===== src/rtl/regref_pkg.sv =====
`timescale 1ns/1ps
package regref_pkg;
  localparam int SEL_W = 12;

  // Bit order matches the selection field, MSB first.
  typedef struct packed {
    logic clr_acc;   // 11
    logic clr_ext;   // 10
    logic inv_acc;   // 9
    logic inv_ext;   // 8
    logic rot_rt;    // 7
    logic rot_lt;    // 6
    logic incr;      // 5
    logic sk_pos;    // 4
    logic sk_neg;    // 3
    logic sk_zero;   // 2
    logic sk_ext0;   // 1
    logic stop;      // 0
  } rr_op_t;
endpackage


===== src/rtl/regref_decode.sv =====
`timescale 1ns/1ps
module regref_decode
  import regref_pkg::*;
(
  input  logic             fire_i,
  input  logic             run_i,
  input  logic [SEL_W-1:0] sel_i,
  output rr_op_t           op_o,
  output logic             accept_o
);
  logic [SEL_W-1:0] en;

  assign accept_o = fire_i & run_i;

  for (genvar i = 0; i < SEL_W; i++) begin : g_en
    assign en[i] = accept_o & sel_i[i];
  end

  assign op_o = rr_op_t'(en);
endmodule


===== src/rtl/regref_accum.sv =====
`timescale 1ns/1ps
module regref_accum
  import regref_pkg::*;
#(
  parameter int DATA_W = 16
) (
  input  logic              clk,
  input  logic              rst,
  input  rr_op_t            op_i,
  output logic [DATA_W-1:0] acc_o,
  output logic              ext_o
);
  localparam logic [DATA_W-1:0] ONE = {{(DATA_W-1){1'b0}}, 1'b1};

  logic [DATA_W-1:0] acc_q, acc_n;
  logic              ext_q, ext_n, spill;

  // Stages applied in fixed order on one word.
  always_comb begin
    acc_n = acc_q;
    ext_n = ext_q;
    spill = 1'b0;
    if (op_i.clr_acc) acc_n = '0;
    if (op_i.clr_ext) ext_n = 1'b0;
    if (op_i.inv_acc) acc_n = ~acc_n;
    if (op_i.inv_ext) ext_n = ~ext_n;
    if (op_i.rot_rt) begin
      spill = acc_n[0];
      acc_n = {ext_n, acc_n[DATA_W-1:1]};
      ext_n = spill;
    end
    if (op_i.rot_lt) begin
      spill = acc_n[DATA_W-1];
      acc_n = {acc_n[DATA_W-2:0], ext_n};
      ext_n = spill;
    end
    if (op_i.incr) acc_n = acc_n + ONE;
  end

  always_ff @(posedge clk) begin
    if (rst) begin
      acc_q <= '0;
      ext_q <= 1'b0;
    end else begin
      acc_q <= acc_n;
      ext_q <= ext_n;
    end
  end

  assign acc_o = acc_q;
  assign ext_o = ext_q;
endmodule


===== src/rtl/regref_cond.sv =====
`timescale 1ns/1ps
module regref_cond
  import regref_pkg::*;
#(
  parameter int DATA_W = 16
) (
  input  rr_op_t            op_i,
  input  logic [DATA_W-1:0] acc_i,
  input  logic              ext_i,
  output logic              skip_o
);
  logic sign, zero;

  assign sign   = acc_i[DATA_W-1];
  assign zero   = ~|acc_i;
  assign skip_o = (op_i.sk_pos  & ~sign) |
                  (op_i.sk_neg  &  sign) |
                  (op_i.sk_zero &  zero) |
                  (op_i.sk_ext0 & ~ext_i);
endmodule


===== src/rtl/regref_runctl.sv =====
`timescale 1ns/1ps
module regref_runctl (
  input  logic clk,
  input  logic rst,
  input  logic start_i,
  input  logic halt_i,
  output logic run_o
);
  logic run_q;

  always_ff @(posedge clk) begin
    if (rst)          run_q <= 1'b0;
    else if (halt_i)  run_q <= 1'b0;
    else if (start_i) run_q <= 1'b1;
  end

  assign run_o = run_q;
endmodule


===== src/rtl/regref_exec_unit.sv =====
`timescale 1ns/1ps
module regref_exec_unit
  import regref_pkg::*;
#(
  parameter int DATA_W = 16
) (
  input  logic              clk,
  input  logic              rst,
  input  logic              fire_i,
  input  logic [11:0]       sel_i,
  input  logic              start_i,
  output logic [DATA_W-1:0] acc_o,
  output logic              ext_o,
  output logic              skip_o,
  output logic              halt_o,
  output logic              run_o,
  output logic              sc_clr_o
);
  rr_op_t op;
  logic   accept;

  regref_decode i_decode (
    .fire_i   (fire_i),
    .run_i    (run_o),
    .sel_i    (sel_i),
    .op_o     (op),
    .accept_o (accept)
  );

  regref_accum #(.DATA_W(DATA_W)) i_accum (
    .clk   (clk),
    .rst   (rst),
    .op_i  (op),
    .acc_o (acc_o),
    .ext_o (ext_o)
  );

  regref_cond #(.DATA_W(DATA_W)) i_cond (
    .op_i   (op),
    .acc_i  (acc_o),
    .ext_i  (ext_o),
    .skip_o (skip_o)
  );

  regref_runctl i_runctl (
    .clk     (clk),
    .rst     (rst),
    .start_i (start_i),
    .halt_i  (op.stop),
    .run_o   (run_o)
  );

  assign halt_o   = op.stop;
  assign sc_clr_o = accept;
endmodule


===== config.mk =====
export PLATFORM = sky130hd
export DESIGN_NAME = regref_exec_unit
export DESIGN_NICKNAME = d
export VERILOG_FILES = /design/src/rtl/regref_pkg.sv /design/src/rtl/regref_decode.sv /design/src/rtl/regref_accum.sv /design/src/rtl/regref_cond.sv /design/src/rtl/regref_runctl.sv /design/src/rtl/regref_exec_unit.sv
export SDC_FILE = /design/constraint.sdc
export NUM_CORES = 1
export LEC_CHECK = 0
export BUFFER_PORTS_ARGS = -buffer_cell sky130_fd_sc_hd__buf_2
export CAP_MARGIN = 20
export CORE_ASPECT_RATIO = 1.4
export CORE_UTILIZATION = 50
export DETAILED_ROUTE_END_ITERATION = 7
export PLACE_DENSITY_LB_ADDON = 0.25
export SLEW_MARGIN = 20
export SYNTH_ARGS = -nofsm -noshare
export SYNTH_HDL_FRONTEND = slang
export SYNTH_SLANG_ARGS = --single-unit

===== constraint.sdc =====
create_clock -name clk -period 2.8 [get_ports clk]
set_clock_uncertainty 0.05 [all_clocks]
set_input_delay 0.56 -clock clk [delete_from_list [all_inputs] [get_ports clk]]
set_output_delay 0.56 -clock clk [all_outputs]
set_load 0.02 [all_outputs]

==> impl_metrics.env, run 1 <==
export IMPL_leakagePower_nw=1.52
export IMPL_yosysSeqAreaShare_pct=14.4
export IMPL_avgSynthCellArea_um2=7.47
export IMPL_diodes=0
export IMPL_h_tree_depth=1
export IMPL_holdBufCountCts=0
export IMPL_numCtsBuffers=3
export IMPL_synth_edf_count=0
export IMPL_min_delay_start="start_i"
export IMPL_die_y_um=85.7
export IMPL_arrival_ns=2.86
export IMPL_placed_cells=506
export IMPL_synth_top_cell_by_area="dfxtp_1"
export IMPL_tritoncts="done"
export IMPL_worst_ir_drop_vdd_v=0.000201
export IMPL_syn_num_nets=352
export IMPL_area_delta_synth_final_pct=39.6
export IMPL_synth_area_leaders="dfxtp_1 14%, mux2i_1 6.0%, a21oi_1 5.8%"
export IMPL_finalWeightedCongestion=1.04
export IMPL_routed_wl_mm=9.26
export IMPL_grt_first_pass_wirelength_mm=14.6
export IMPL_rsz0062_at_grt="yes"
export IMPL_worst_path_max_fanout=10
export IMPL_rows=30
export IMPL_root_buffer="clkbuf_8"
export IMPL_startpoint="sel_i[11]"
export IMPL_ctsLongestPathBuffers=2
export IMPL_start_util_pct=51.7
export IMPL_intPower_w=0.000654
export IMPL_setup_viol=0
export IMPL_ant_nets=0
export IMPL_post_route_period_util_pct=98.0
export IMPL_tightestPinTransition_ns=0.501
export IMPL_viasPerCell=6.34
export IMPL_async_reset_ff_share_pct=0
export IMPL_die_area_mm2=0.00530
export IMPL_synthesis_area_mm2=0.00250
export IMPL_clk_pin_slew_worst_paths_ns=0.08
export IMPL_grt_pass1_vias=3106
export IMPL_cp_required_ns=2.92
export IMPL_max_cap_violations=0
export IMPL_slew_violations=0
export IMPL_synth_common_cells="29 x a21oi_1, 29 x nor2_1, 18 x dfxtp_1"
export IMPL_reg2reg_from="i_runctl.run_o$_SDFFE_PP0P_"
export IMPL_grt_max_degree=21
export IMPL_ys_flop_type="dfxtp_1"
export IMPL_seqPwrFrac_pct=29.1
export IMPL_yosys_cell_types_count=78
export IMPL_track_usage_pct=36.8
export IMPL_worst_setup_path_start_kind="input pin"
export IMPL_io_pin_count=37
export IMPL_utilization_pct=72.2
export IMPL_p_sw_share_pct=40.9
export IMPL_fp_coreArea_mm2=0.00484
export IMPL_portBuffers=36
export IMPL_routedWlPerCell_um=18.2
export IMPL_min_path_type="input pin to flip-flop"
export IMPL_pwr_share_clk_pct=18.6
export IMPL_path_class="input pin to flip-flop"
export IMPL_comb_power_share_pct=52.2
export IMPL_grt_overflow=0
export IMPL_end_kind="flip-flop"
export IMPL_fin_crit_ns=2.74
export IMPL_clock_sinks=18
export IMPL_antenna_found_initial=0
export IMPL_dr_total_vias=3231
export IMPL_fmax_ghz=0.365
export IMPL_final_hold_violation_count=0
export IMPL_layout_drive_gt1_share_pct=39.5
export IMPL_yosysWarnings=0
export IMPL_run_status="complete, no violations"
export IMPL_synth_top_area_share_pct=14.4
export IMPL_instances_no_fill=510
export IMPL_holdWs_ns=0.505
export IMPL_pre_cts_ws_ns=-0.243
export IMPL_netlist_instances=335
export IMPL_slew_headroom_pct=66.3
export IMPL_switchingPower_w=0.000452
export IMPL_drtIter0Drc=225
export IMPL_clk_latency_ns=0.27
export IMPL_dp_hpwl_mm=6.96
export IMPL_drt_pre_antenna_iters=5
export IMPL_final_net_count=465
export IMPL_setup_slack_ns=0.0573
export IMPL_route_detailed_drc=0
export IMPL_fp_dieW_um=61.8
export IMPL_ys_seq_elements=18
export IMPL_power_density_mw_per_mm2=316
state kept, by name (all words and copies together), names as in the netlist:
name / count
i_accum.ext_o: 1
i_accum.acc_o: 16
i_runctl.run_o: 1
routing by layer:
| metal | global-route usage [%] | part of all wire (%) |
|---|---|---|
| met1 | 42.9 | 38 |
| met2 | 59.0 | 49 |
| met3 | 5.73 | 6.7 |
| met4 | 25.7 | 6.3 |
| met5 | 0 | 0 |
final timing paths:
| check | end | slack [ns] | cells after the start |
|---|---|---|---|
| worst min register to register | i_runctl.run_o$_SDFFE_PP0P_ | 0.56 | 2 |
| worst max-delay path | i_accum.acc_o[8]$_SDFF_PP0_ | 0.06 | 12 |
| worst max register to register | i_accum.acc_o[11]$_SDFF_PP0_ | 0.16 | 10 |
| worst min-delay path | i_runctl.run_o$_SDFFE_PP0P_ | 0.50 | 3 |
power groups by stage:
| stage | sequential, W | clock [W] | combinational (W) |
|---|---|---|---|
| 6_report | 0.000322 | 0.000206 | 0.000578 |
| 4_1_cts | 0.000319 | 0.000203 | 0.000556 |
| 5_1_grt | 0.000325 | 0.000210 | 0.000622 |
| 2_1_floorplan | 0.000337 | 0 | 0.000313 |
| 3_3_place_gp | 0.000324 | 0 | 0.000542 |
| 3_5_place_dp | 0.000325 | 0 | 0.000551 |
through the flow:
stage	total power [W]	setup TNS, ns	area, µm²
after floorplan	0.000650	0	2550
after global placement	0.000866	-0.970	3390
after detailed placement	0.000877	-1.70	3390
after CTS	0.00108	0	3430
after global routing	0.00116	-0.0595	3500
final	0.00111	0	3500
critical path, stage by stage:
cell	delay (ns)
buf_2	0.21
and3b_1	0.20
o21ai_1	0.14
a221oi_2	0.10
a211oi_2	0.24
ha_2	0.20
nand2_1	0.07
nor2_1	0.09
o21ai_1	0.11
or2_2	0.33
or3_1	0.33
a221oi_1	0.28
final cells by class:
class,count,area [µm²]
fill,420,1350
timing repair buffer,138,981
tap,64,80.1
inverter,4,15.0
clock buffer,3,41.3
sequential,18,364
multi-input combinational,283,2010
repair_timing:
action / 4_1_cts / 5_1_grt
setup buffers: 0 / 1
resized for setup: 0 / 16
endpoints found under the setup margin: 0 / 10
kinds of logic (layout without fill, tap and decap cells):
| kind of cell | Yosys count | after routing | synth area share (%) |
|---|---|---|---|
| adders and majority gates | 1 | 1 | 0.500 |
| AOI/OAI and AO/OA | 110 | 110 | 30.8 |
| DFF | 18 | 18 | 14.4 |
| and+or+nand+nor | 139 | 139 | 33.2 |
| buffers and inverters | 34 | 145 | 8.50 |
| muxes | 18 | 18 | 7.35 |
| xor gates and xnor gates | 15 | 15 | 5.25 |
layout by cell type, fill, tap and decap left out, drive strengths merged, types with 3 or more instances in the layout:
master,synthesis,final
o31ai,3,3
o22a,3,3
nor3b,4,4
clkbuf,13,4
or3,4,4
nand4b,4,4
xor2,7,7
or2,4,4
nor4,8,8
a21oi,29,29
a31oi,4,4
o21ai,17,17
mux2i,15,15
nor2,31,31
buf,17,137
nand2b,14,14
a21boi,3,3
mux2,3,3
nor3,10,10
and4,3,3
a211oi,5,5
nand2,14,14
a22oi,7,7
nand3,6,6
o211ai,3,3
dfxtp,18,18
a22o,3,3
nand3b,5,5
xnor2,8,8
nor2b,11,11
nand4,3,3
a21bo,3,3
a221oi,6,6
inv,4,4
and3,7,7
and4b,3,3
Note: power is estimated with default switching activity, not from simulation.
==> inputs of run 2 (changes only) <==
BUFFER_PORTS_ARGS = -buffer_cell sky130_fd_sc_hd__clkbuf_2   (was -buffer_cell sky130_fd_sc_hd__buf_2)
==> run 2 against run 1 <==
Compared with the run above:
- final cell count fell by 0.59%
- sequential share of layout area rose by 0.17 points
- highest routed layer unchanged
- maximum frequency rose by 1.0%
- via count fell by 0.40%
- flip-flop and latch count did not move
- clock-buffer cell count did not move
- power fell by 0.55%
==> impl_metrics.env, run 2 (synthesized netlist as in run 1, its figures left out) <==
export IMPL_diodes=0
export IMPL_max_cap_violations=0
export IMPL_arrival_ns=2.83
export IMPL_grt_max_degree=21
export IMPL_drt_pre_antenna_iters=5
export IMPL_fmax_ghz=0.368
export IMPL_ant_nets=0
export IMPL_post_route_period_util_pct=97.0
export IMPL_cp_required_ns=2.91
export IMPL_route_detailed_drc=0
export IMPL_tightestPinTransition_ns=0.578
export IMPL_slew_violations=0
export IMPL_io_pin_count=37
export IMPL_critical_path_max_stage_delay_ns=0.34
export IMPL_finalWeightedCongestion=0.933
export IMPL_final_hold_violation_count=0
export IMPL_utilization_pct=71.1
export IMPL_instances_no_fill=507
export IMPL_dp_hpwl_mm=7.01
export IMPL_routed_wl_mm=9.22
export IMPL_numCtsBuffers=3
export IMPL_grt_overflow=0
export IMPL_cp_slowest_cell="mux2_1"
export IMPL_worst_ir_drop_vdd_v=0.000224
export IMPL_run_status="complete, no violations"
export IMPL_final_net_count=462
export IMPL_n_fill_cell=397
export IMPL_power_density_mw_per_mm2=320
export IMPL_track_usage_pct=36.1
export IMPL_die_area_mm2=0.00530
export IMPL_portBuffers=36
export IMPL_area_delta_synth_final_pct=37.4
export IMPL_dr_total_vias=3218
export IMPL_slew_headroom_pct=61.2
export IMPL_fin_crit_ns=2.72
export IMPL_antenna_found_initial=0
export IMPL_routedWlPerCell_um=18.2
export IMPL_h_tree_depth=1
export IMPL_path_cells="clkbuf_2 -> buf_4 -> o211ai_1 -> a22oi_1 -> buf_4 -> nor2_1 -> o2bb2ai_1 -> o2111ai_2 -> buf_4 -> nor4_4 -> mux2_1"
export IMPL_clk_pin_slew_worst_paths_ns=0.08
export IMPL_end_kind="flip-flop"
export IMPL_worst_path_max_fanout=11
export IMPL_rows=30
export IMPL_grt_pass1_vias=3038
export IMPL_root_buffer="clkbuf_8"
export IMPL_layout_drive_gt1_share_pct=38.4
export IMPL_rsz0062_at_grt="yes"
export IMPL_final_cell_mix="97 x buf_4, 34 x clkbuf_2, 29 x nor2_1, 29 x a21oi_1, 17 x dfxtp_1"
export IMPL_clk_latency_ns=0.27
export IMPL_fp_coreArea_mm2=0.00484
export IMPL_largest_reg_flops=16
export IMPL_leakagePower_nw=1.47
export IMPL_crit_top_cell="buf_4"
export IMPL_placed_cells=503
export IMPL_drtIter0Drc=221
export IMPL_min_path_type="input pin to flip-flop"
export IMPL_die_y_um=85.7
export IMPL_clock_sinks=18
export IMPL_path_class="input pin to flip-flop"
export IMPL_final_common_cell="buf_4"
export IMPL_grt_first_pass_wirelength_mm=14.3
export IMPL_worst_setup_path_start_kind="input pin"
export IMPL_start_util_pct=51.7
export IMPL_setup_viol=0
export IMPL_ctsLongestPathBuffers=2
export IMPL_viasPerCell=6.35
export IMPL_fp_dieW_um=61.8
export IMPL_holdWs_ns=0.487
export IMPL_power_total_w=0.00110
export IMPL_holdBufCountCts=0
export IMPL_tritoncts="done"
[run 2: changes by cell type in the layout (fill, tap and decap cells not counted), sizes merged]
cell	before	now
buf	137	99
clkbuf	4	39
[run 2: final timing paths]
check	start	end	slack [ns]	cells past startpoint
max	sel_i[9]	i_accum.acc_o[15]$_SDFF_PP0_	0.08	11
min	start_i	i_runctl.run_o$_SDFFE_PP0P_	0.49	3
max reg2reg	i_accum.acc_o[2]$_SDFF_PP0_	i_accum.acc_o[15]$_SDFF_PP0_	0.10	7
min reg2reg	i_runctl.run_o$_SDFFE_PP0P_	i_runctl.run_o$_SDFFE_PP0P_	0.68	3
[run 2: cell type report]
cell class / count / area [µm²] / area share (%)
Multi-Input combinational cell: 283 / 2000 / 58.0
Timing Repair Buffer: 135 / 945 / 27.5
Sequential cell: 18 / 364 / 10.6
Tap cell: 64 / 80.1 / 2.33
Clock buffer: 3 / 41.3 / 1.20
Inverter: 4 / 15.0 / 0.436
[run 2: timing repair]
action	CTS	global route
setup buffers	0	1
gates resized for setup	0	13
endpoints found under the setup margin	0	6
[run 2: routing by layer]
metal,global-route usage [%],part of all wire [%]
met1,40.7,38
met2,61.1,50
met4,22.2,6.3
met3,5.43,6.1
met5,0,0
[run 2: where the power goes]
part           leakage, nW  internal [W]  switching (W)  total [W]
clock               0.0216     0.0000963       0.000107   0.000204
sequential           0.148      0.000278      0.0000448   0.000323
combinational         1.30      0.000274       0.000300   0.000574
[run 2: critical path, delay by kind of cell]
kind | cells | cell delay [ns]
AOI/OAI and AO/OA | 4 | 0.79
and+or+nand+nor | 2 | 0.42
muxes | 1 | 0.34
buffers and inverters | 4 | 0.72
[run 2: per-stage QoR]
step	cell area, µm²	setup TNS, ns	setup slack [ns]
after global routing	3440	-0.0349	-0.0232
after global placement	3350	-0.951	-0.218
after floorplan	2550	0	0.0118
final	3440	0	0.0848
after CTS	3390	0	0.0568
after detailed placement	3350	-1.08	-0.217
==> inputs of run 3 (changes only) <==
BUFFER_PORTS_ARGS = unset   (was -buffer_cell sky130_fd_sc_hd__clkbuf_2)
DONT_BUFFER_PORTS = 1   (was unset)
clock period = 2.9 ns   (was 2.8 ns; I/O delays follow)
==> run 3 against run 2 <==
Compared with the run above:
- final cell count down 19%
- core utilization down 15 points
- sequential power about the same
==> impl_metrics.env, run 3 (synthesized netlist as in run 1, its figures left out) <==
export IMPL_numCtsBuffers=3
export IMPL_tritoncts="done"
export IMPL_cp_slowest_cell="dfxtp_2"
export IMPL_final_hold_violation_count=0
export IMPL_dr_total_vias=2781
export IMPL_finalWeightedCongestion=0.969
export IMPL_track_usage_pct=30.5
export IMPL_run_status="complete, no violations"
export IMPL_routedWlPerCell_um=19.4
export IMPL_final_cell_mix="39 x buf_4, 29 x nor2_1, 29 x a21oi_1"
export IMPL_ctsResizeCount=0
export IMPL_viasPerCell=6.77
export IMPL_path_cells="nand2_2 -> inv_2 -> buf_4 -> nor2_1 -> a211oi_2 -> ha_1 -> nand2_1 -> nor2_1 -> o21ai_1 -> or2_2 -> nor4_2 -> mux2_1"
export IMPL_cp_required_ns=3.02
export IMPL_clk_latency_ns=0.27
export IMPL_fp_coreArea_mm2=0.00484
export IMPL_area_delta_synth_final_pct=9.25
export IMPL_slew_headroom_pct=58.0
export IMPL_cp_top_family="simple AND/OR/NAND/NOR gates"
export IMPL_antenna_found_initial=0
export IMPL_dp_hpwl_mm=5.75
export IMPL_root_buffer="clkbuf_8"
export IMPL_grt_overflow=0
export IMPL_grt_first_pass_wirelength_mm=12.3
export IMPL_leakagePower_nw=1.01
export IMPL_clk_pin_slew_worst_paths_ns=0.09
export IMPL_ctsLongestPathBuffers=2
export IMPL_portBuffers=0
export IMPL_worst_hold_path_num_cells=1
export IMPL_diodes=0
export IMPL_grt_pass1_vias=2494
export IMPL_fmax_ghz=0.365
export IMPL_crit_top_cell="nor2_1"
export IMPL_die_area_mm2=0.00530
export IMPL_power_total_w=0.000895
export IMPL_path_class="flip-flop to flip-flop"
export IMPL_worst_setup_path_start_kind="flip-flop"
export IMPL_worst_path_max_fanout=9
export IMPL_power_density_mw_per_mm2=327
export IMPL_layout_drive_gt1_share_pct=18.4
export IMPL_io_pin_count=37
export IMPL_final_common_cell="buf_4"
export IMPL_grt_max_degree=43
export IMPL_setup_viol=0
export IMPL_final_net_count=366
export IMPL_drtIter0Drc=208
export IMPL_tightestPinTransition_ns=0.630
export IMPL_clock_sinks=18
export IMPL_rsz0062_at_grt="no"
export IMPL_min_path_type="input pin to flip-flop"
export IMPL_critical_path_max_stage_delay_ns=0.41
export IMPL_end_kind="flip-flop"
export IMPL_rows=30
export IMPL_post_cts_setup_buffers=0
export IMPL_path_buf_inv=2
export IMPL_fin_crit_ns=2.74
export IMPL_arrival_ns=2.86
export IMPL_post_route_period_util_pct=94.5
export IMPL_worst_ir_drop_vdd_v=0.000246
export IMPL_holdBufCountCts=0
export IMPL_slew_violations=0
export IMPL_start_util_pct=51.7
export IMPL_routed_wl_mm=7.96
export IMPL_ant_nets=0
export IMPL_setup_tns_ns=0
export IMPL_path_depth=12
export IMPL_drt_pre_antenna_iters=5
export IMPL_die_y_um=85.7
export IMPL_h_tree_depth=1
export IMPL_route_detailed_drc=0
export IMPL_max_cap_violations=0
export IMPL_fp_dieW_um=61.8
export IMPL_largest_reg_flops=16
export IMPL_r2r_cells=12
run 3: cell count changes in the layout (fill, tap and decap cells not counted), moves of 2 or more:
cell,previous run,this run
buf_4,97,39
clkbuf_2,34,0
a221oi_1,3,5
a221oi_2,3,1
clkbuf_4,2,0
nor3_1,8,10
nor3_2,2,0
run 3: per-layer routing:
metal | up-vias | track usage (%) | wire length [µm]
li1 | 1291 | - | -
met1 | 1332 | 40.1 | 3180
met2 | 132 | 48.8 | 3920
met3 | 26 | 3.47 | 549
met4 | 0 | 13.5 | 306
met5 | - | 0 | 0
run 3: final timing paths:
path / startpoint / to / slack [ns]
setup / recovery: i_runctl.run_o$_SDFFE_PP0P_ / i_accum.acc_o[14]$_SDFF_PP0_ / 0.16
hold / removal: rst / i_accum.acc_o[11]$_SDFF_PP0_ / 0.32
setup reg to reg: i_runctl.run_o$_SDFFE_PP0P_ / i_accum.acc_o[14]$_SDFF_PP0_ / 0.16
hold reg to reg: i_accum.acc_o[2]$_SDFF_PP0_ / i_accum.acc_o[2]$_SDFF_PP0_ / 0.63
run 3: power breakdown:
group	switching, W	internal (W)	total (W)
clock network	0.000107	0.0000930	0.000200
logic	0.000199	0.000174	0.000374
registers	0.0000519	0.000269	0.000321
total	0.000358	0.000536	0.000895
run 3: area by class of cell:
cell class	count	area (µm²)
Fill cell	448	2110
Multi-Input combinational cell	283	1940
Sequential cell	18	362
Timing Repair Buffer	39	293
Tap cell	64	80.1
Clock buffer	3	41.3
Inverter	4	15.0
run 3: worst register-to-register path: cells and delay by family, from the launching register on:
family,cells,cell delay (ns)
simple gates,6,0.94
compound gates,2,0.40
flops,1,0.41
fa+ha+maj,1,0.20
buf+inv,2,0.31
mux,1,0.34
run 3: through the flow:
step	util (%)	instance area, µm²	setup WS [ns]	std cells	hold slack (ns)
after floorplan	-	2530	0.0183	335	0.692
after global placement	55.6	2690	0.0584	408	0.603
after detailed placement	55.6	2690	0.00879	408	0.605
after CTS	56.5	2730	0.0860	411	0.323
after global routing	56.5	2740	0.0291	411	0.313
final	56.5	2740	0.159	411	0.318
